<file path="config.mk">
export PLATFORM = sky130hd
export DESIGN_NAME = busoff_recovery_ctrl
export DESIGN_NICKNAME = d
export VERILOG_FILES = /design/src/rtl/busoff_pkg.sv /design/src/rtl/bo_run_counter.sv /design/src/rtl/bo_seq_counter.sv /design/src/rtl/bo_flag_unit.sv /design/src/rtl/bo_recovery_fsm.sv /design/src/rtl/busoff_recovery_ctrl.sv
export SDC_FILE = /design/constraint.sdc
export NUM_CORES = 1
export LEC_CHECK = 0
export ABC_AREA = 1
export ABC_CLOCK_PERIOD_IN_PS = 3400
export BUFFER_PORTS_ARGS = -buffer_cell sky130_fd_sc_hd__buf_2
export CORE_MARGIN = 8
export CORE_UTILIZATION = 50
export DETAILED_ROUTE_END_ITERATION = 8
export PLACE_DENSITY_LB_ADDON = 0.1
export SYNTH_ARGS = -nofsm -noshare
export SYNTH_HDL_FRONTEND = slang
export SYNTH_SLANG_ARGS = --single-unit
</file>
<file path="constraint.sdc">
create_clock -name clk -period 3.4 [get_ports clk]
set_input_delay 0.68 -clock clk [delete_from_list [all_inputs] [get_ports clk]]
set_output_delay 0.68 -clock clk [all_outputs]
set_load 0.1 [all_outputs]
</file>
<file path="src/rtl/busoff_pkg.sv">
package busoff_pkg;
  typedef enum logic [1:0] {
    ST_ACTIVE = 2'd0,
    ST_AUTO   = 2'd1,
    ST_HELD   = 2'd2,
    ST_RESYNC = 2'd3
  } bo_state_e;
endpackage

</file>
<file path="src/rtl/bo_run_counter.sv">
module bo_run_counter #(
  parameter int RUN_LEN = 11
) (
  input  logic clk,
  input  logic rst,
  input  logic clear,
  input  logic enable,
  input  logic strobe,
  input  logic bit_rx,
  output logic run_done
);
  localparam int W = (RUN_LEN > 1) ? $clog2(RUN_LEN) : 1;

  logic [W-1:0] cnt_q;
  logic         at_last;

  assign at_last  = (cnt_q == W'(RUN_LEN - 1));
  assign run_done = enable && !clear && strobe && bit_rx && at_last;

  always_ff @(posedge clk) begin
    if (rst || clear) begin
      cnt_q <= '0;
    end else if (enable && strobe) begin
      if (!bit_rx || at_last) cnt_q <= '0;
      else                    cnt_q <= cnt_q + W'(1);
    end
  end

  a_r3_run_bound: assert property (@(posedge clk) disable iff (rst)
    cnt_q <= W'(RUN_LEN - 1));

  a_r4_dominant_restart: assert property (@(posedge clk) disable iff (rst)
    (enable && strobe && !bit_rx && !clear) |=> (cnt_q == '0));
endmodule

</file>
<file path="src/rtl/bo_seq_counter.sv">
module bo_seq_counter #(
  parameter int SEQ_TARGET = 128
) (
  input  logic clk,
  input  logic rst,
  input  logic clear,
  input  logic inc,
  output logic full
);
  localparam int W = $clog2(SEQ_TARGET + 1);

  logic [W-1:0] cnt_q;

  assign full = (cnt_q == W'(SEQ_TARGET));

  always_ff @(posedge clk) begin
    if (rst || clear)      cnt_q <= '0;
    else if (inc && !full) cnt_q <= cnt_q + W'(1);
  end

  a_r5_seq_saturate: assert property (@(posedge clk) disable iff (rst)
    cnt_q <= W'(SEQ_TARGET));

  a_r4_seq_kept: assert property (@(posedge clk) disable iff (rst)
    (!inc && !clear) |=> $stable(cnt_q));
endmodule

</file>
<file path="src/rtl/bo_flag_unit.sv">
module bo_flag_unit (
  input  logic clk,
  input  logic rst,
  input  logic set_evt,
  input  logic wr_en,
  input  logic wr_data,
  input  logic mask,
  output logic flag,
  output logic irq
);
  logic flag_q, irq_q, flag_d;

  always_comb begin
    flag_d = flag_q;
    if (set_evt)               flag_d = 1'b1;
    else if (wr_en && wr_data) flag_d = 1'b0;
  end

  always_ff @(posedge clk) begin
    if (rst) begin
      flag_q <= 1'b0;
      irq_q  <= 1'b0;
    end else begin
      flag_q <= flag_d;
      irq_q  <= flag_d & mask;
    end
  end

  assign flag = flag_q;
  assign irq  = irq_q;

  a_r11_set_wins: assert property (@(posedge clk) disable iff (rst)
    set_evt |=> flag_q);

  a_r10_write_zero: assert property (@(posedge clk) disable iff (rst)
    (flag_q && wr_en && !wr_data) |=> flag_q);

  a_r12_irq_masked: assert property (@(posedge clk) disable iff (rst)
    !mask |=> !irq_q);
endmodule

</file>
<file path="src/rtl/bo_recovery_fsm.sv">
module bo_recovery_fsm
  import busoff_pkg::*;
(
  input  logic clk,
  input  logic rst,
  input  logic enter_pulse,
  input  logic hold_ctrl,
  input  logic run_done,
  input  logic seq_full,
  output logic busoff,
  output logic counting,
  output logic run_clr,
  output logic seq_clr,
  output logic seq_inc,
  output logic flag_set,
  output logic cnt_clr_pulse
);
  bo_state_e state_q, state_d;
  logic      clr_q, exit_now;

  always_comb begin
    state_d  = state_q;
    run_clr  = 1'b0;
    seq_clr  = 1'b0;
    flag_set = 1'b0;
    exit_now = 1'b0;
    unique case (state_q)
      ST_ACTIVE: if (enter_pulse) begin
        state_d  = hold_ctrl ? ST_HELD : ST_AUTO;
        run_clr  = 1'b1;
        seq_clr  = 1'b1;
        flag_set = 1'b1;
      end
      ST_AUTO: if (seq_full) begin
        state_d  = ST_ACTIVE;
        exit_now = 1'b1;
      end
      ST_HELD: if (!hold_ctrl) begin
        if (seq_full) begin
          state_d = ST_RESYNC;
          run_clr = 1'b1;
        end else begin
          state_d = ST_AUTO;
        end
      end
      ST_RESYNC: if (run_done) begin
        state_d  = ST_ACTIVE;
        exit_now = 1'b1;
      end
      default: state_d = ST_ACTIVE;
    endcase
  end

  always_ff @(posedge clk) begin
    if (rst) begin
      state_q <= ST_ACTIVE;
      clr_q   <= 1'b0;
    end else begin
      state_q <= state_d;
      clr_q   <= exit_now;
    end
  end

  assign busoff        = (state_q != ST_ACTIVE);
  assign counting      = busoff;
  assign seq_inc       = run_done && (state_q == ST_AUTO || state_q == ST_HELD);
  assign cnt_clr_pulse = clr_q;

  a_r9_clr_with_exit: assert property (@(posedge clk) disable iff (rst)
    $fell(busoff) |-> clr_q);

  a_r9_clr_single: assert property (@(posedge clk) disable iff (rst)
    clr_q |=> !clr_q);

  a_r5_hold_stays: assert property (@(posedge clk) disable iff (rst)
    (state_q == ST_HELD && hold_ctrl) |=> busoff);

  a_r2_enter_ignored: assert property (@(posedge clk) disable iff (rst)
    (state_q == ST_AUTO && !seq_full && enter_pulse) |=> (state_q == ST_AUTO));
endmodule

</file>
<file path="src/rtl/busoff_recovery_ctrl.sv">
module busoff_recovery_ctrl #(
  parameter int RUN_LEN    = 11,
  parameter int SEQ_TARGET = 128
) (
  input  logic clk,
  input  logic rst,
  input  logic enter_pulse,
  input  logic bit_strobe,
  input  logic bit_rx,
  input  logic hold_ctrl,
  input  logic irq_mask,
  input  logic flag_wr,
  input  logic flag_wdata,
  output logic busoff,
  output logic boff_flag,
  output logic irq,
  output logic err_cnt_clr
);
  logic run_done, seq_full, counting, run_clr, seq_clr, seq_inc, flag_set;

  bo_recovery_fsm u_fsm (
    .clk(clk), .rst(rst), .enter_pulse(enter_pulse), .hold_ctrl(hold_ctrl),
    .run_done(run_done), .seq_full(seq_full), .busoff(busoff),
    .counting(counting), .run_clr(run_clr), .seq_clr(seq_clr),
    .seq_inc(seq_inc), .flag_set(flag_set), .cnt_clr_pulse(err_cnt_clr)
  );

  bo_run_counter #(.RUN_LEN(RUN_LEN)) u_run (
    .clk(clk), .rst(rst), .clear(run_clr), .enable(counting),
    .strobe(bit_strobe), .bit_rx(bit_rx), .run_done(run_done)
  );

  bo_seq_counter #(.SEQ_TARGET(SEQ_TARGET)) u_seq (
    .clk(clk), .rst(rst), .clear(seq_clr), .inc(seq_inc), .full(seq_full)
  );

  bo_flag_unit u_flag (
    .clk(clk), .rst(rst), .set_evt(flag_set), .wr_en(flag_wr),
    .wr_data(flag_wdata), .mask(irq_mask), .flag(boff_flag), .irq(irq)
  );
endmodule

</file>
==> flow_metrics.py <==
metrics = {
    "status": {
        "status": "completed",
    },
    "critical_path": {
        "crit_type": "flop to output port",
        "crit_path_start_kind": "flop",
        "crit_path_cell_trace": "inv_1 -> ha_1 -> inv_2 -> buf_2",
        "critical-path-top-delay-family": "buffers and inverters",
        "crit_path_end_kind": "output port",
        "crit_fanout": 4,
        "rr_worst_depth": 12,
        "cp_slowest_stage_delay_ns": 0.42,
        "rrSetupSlack_ns": 1.66,
        "required_ns": 2.72,
        "critical_path_depth": 4,
        "crit_arrival_ns": 1.54,
        "cp_num_buf_inv": 3,
        "slowest_stage": "buf_2",
    },
    "cts": {
        "cts_tree": "built",
        "root_buffer": "clkbuf_4",
        "clock_path_buffers": 2,
        "h-tree-depth": 1,
        "clk_latency_ns": 0.30,
        "cts_made_buffers": 3,
        "cts_resized": 0,
        "clk_pin_slew_ns": 0.09,
        "cts-hold-fix-buffers": 0,
        "cts.sinks": 17,
        "postCtsSetupRepairBufs": 0,
    },
    "detailed_routing": {
        "drt-vias-per-instance": 5.05,
        "wl_mm": 2.15,
        "wl_per_cell_um": 11.4,
        "drtPass1Iterations": 4,
        "ant_nets": 0,
        "drc_errors": 0,
        "detail_route.iter0.violations": 7,
        "route.vias.total": 949,
    },
    "layout": {
        "final_layout_size_suffix_gt1_share_pct": 20.0,
        "antenna-diode-count": 0,
        "area_delta_synth_final_pct": 11.2,
        "fin_nets": 179,
    },
    "power_and_ir_drop": {
        "pwr-share-clk_pct": 17.3,
        "seqPwrFrac_pct": 35.7,
        "swShare_pct": 47.5,
        "ir_worst_vdd_v": 0.000563,
        "leakage_uw": 0.000505,
        "power_density_mw_per_mm2": 533,
        "p_int_uw": 336,
        "power.share.combinational_pct": 47.0,
        "power.switching_uw": 304,
    },
    "worst_hold_path": {
        "hold_depth": 2,
        "worst_hold_path_type": "flop to flop",
    },
    "place": {
        "io_buffers": 12,
        "dp_hpwl_mm": 1.67,
        "place_congestion": 0.837,
    },
    "yosys": {
        "synth_edf_count": 0,
        "yosysWarnings": 0,
        "ys_seq_area_share_pct": 31.5,
        "synth_cell_type_count": 21,
        "synth_flop_cell": "dfxtp_1",
        "async_reset_ff_share_pct": 0,
        "syn-num-nets": 162,
        "syn_area_sq_mm": 0.00108,
        "syn_area_per_cell_sq_um": 7.50,
        "ys_seq_elements": 17,
        "synth_cells": 144,
    },
    "sta": {
        "slew_viol_final": 0,
        "fin_setup_tns_ns": 0,
        "hold_violations": 0,
        "final-setup-viol-count": 0,
        "max_freq_ghz": 0.451,
        "worst_pin_slew_ns": 0.494,
        "timing.slew.headroom_pct": 67.3,
        "whs_ns": 0.471,
        "period_minus_slack_ns": 2.22,
        "clock_skew_ns": 0.0100,
        "fin_crit_sh_pct": 65.2,
        "rsz0062_at_grt": "no",
    },
    "floorplan": {
        "io_pins": 13,
        "die_area_sq_mm": 0.00390,
        "fp.dieH_um": 62.5,
        "start_util_pct": 50.8,
        "fp-row-count": 17,
        "die_x_um": 62.5,
        "fp.coreArea_sq_mm": 0.00213,
    },
    "global_route": {
        "grt_usage_pct": 11.8,
        "grt_max_degree": 10,
        "grt_pass1_vias": 882,
        "antenna_found_initial": 0,
        "overflow": 0,
        "grt_pass1_wl_mm": 3.84,
    },
    "run": {
        "max-cap-violations": 0,
    },
}
-- power by group through the flow --
stage / combinational (uW) / sequential [uW] / clock, uW
after floorplan: 209 / 264 / 0
after global placement: 292 / 232 / 0
after detailed placement: 298 / 234 / 0
after CTS: 299 / 229 / 117
after global routing: 330 / 230 / 122
final: 301 / 229 / 110
-- logic make-up (layout without fill, tap and decap cells) --
| family | Yosys count | after routing | share of synthesized area, % |
|---|---|---|---|
| xor+xnor | 6 | 6 | 4.87 |
| fa+ha+maj | 9 | 9 | 10.4 |
| compound gates | 19 | 19 | 8.92 |
| flops | 17 | 17 | 31.5 |
| simple gates | 72 | 72 | 37.0 |
| buf+inv | 21 | 37 | 7.30 |
-- worst paths after layout --
| path | from | end |
|---|---|---|
| worst min register to register | u_flag.flag$_SDFF_PP0_ | u_flag.flag$_SDFF_PP0_ |
| worst max register to register | u_fsm.state_q[0]$_SDFFE_PP0P_ | u_fsm.state_q[0]$_SDFFE_PP0P_ |
| worst min-delay path | u_flag.flag$_SDFF_PP0_ | u_flag.flag$_SDFF_PP0_ |
| worst max-delay path | u_fsm.state_q[0]$_SDFFE_PP0P_ | busoff |
-- cell usage in the layout (no fill, tap or decap) --
cell      instances
a21oi_1          16
and2_1            1
buf_2            12
clkbuf_1          1
clkbuf_4          3
dfxtp_1          17
ha_1              9
inv_1            18
inv_2             3
nand2_1          33
nand2_2           3
nand2_4           2
nand3_1          11
nand3_4           3
nand4_1           4
nor2_1            9
nor2_2            2
nor2_4            2
nor2_8            1
o21ai_0           2
o22ai_1           1
or2_2             1
xnor2_1           1
xor2_1            5
-- worst reg2reg max path: cells and delay by family, from the launching register on --
family	cells	cell delay [ns]
fa+ha+maj	1	0.24
buf+inv	3	0.30
flops	1	0.40
simple gates	8	0.72
-- per-layer routing --
metal | track usage (%) | part of all wire [%]
met1 | 13.8 | 47
met4 | 7.12 | 3.2
met3 | 3.41 | 3.4
met5 | 0 | 0
met2 | 18.6 | 47
-- cells in the mapped netlist (2+ instances only) --
| master | n | area [sq um] |
|---|---|---|
| nand2_4 | 2 | 22.5 |
| nand3_1 | 11 | 55.1 |
| ha_1 | 9 | 113 |
| nand3_4 | 3 | 52.6 |
| nand4_1 | 4 | 25.0 |
| nor2_4 | 2 | 22.5 |
| nand2_2 | 3 | 18.8 |
| a21oi_1 | 16 | 80.1 |
| inv_2 | 3 | 11.3 |
| nor2_1 | 9 | 33.8 |
| xor2_1 | 5 | 43.8 |
| nand2_1 | 33 | 124 |
| dfxtp_1 | 17 | 340 |
| o21ai_0 | 2 | 10.0 |
| inv_1 | 18 | 67.6 |
| nor2_2 | 2 | 12.5 |
-- area by class of cell --
cell class	count	area [sq um]
Fill cell	216	926
Multi-Input combinational cell	106	661
Sequential cell	17	340
Inverter	21	78.8
Timing Repair Buffer	12	60.1
Tap cell	28	35.0
Clock buffer	4	26.3
-- registers in the layout, indices dropped and copies added, names as in the netlist --
name and flops:
u_fsm.cnt_clr_pulse 1, u_flag.flag 1, u_seq.cnt_q 8, u_flag.irq 1, u_run.cnt_q 4, u_fsm.state_q 2
-- metrics by stage --
stage               power, uW  setup slack, ns  std cells  instance area (sq um)  util, %
floorplan                 473             1.49        144                   1080        -
global placement          524             1.57        184                   1170     55.2
detailed placement        532             1.50        184                   1170     55.2
CTS                       645             1.16        188                   1200     56.5
global route              682             1.10        188                   1200     56.5
finish                    640             1.18        188                   1200     56.5
No activity file was read; power rests on OpenSTA's default activity.
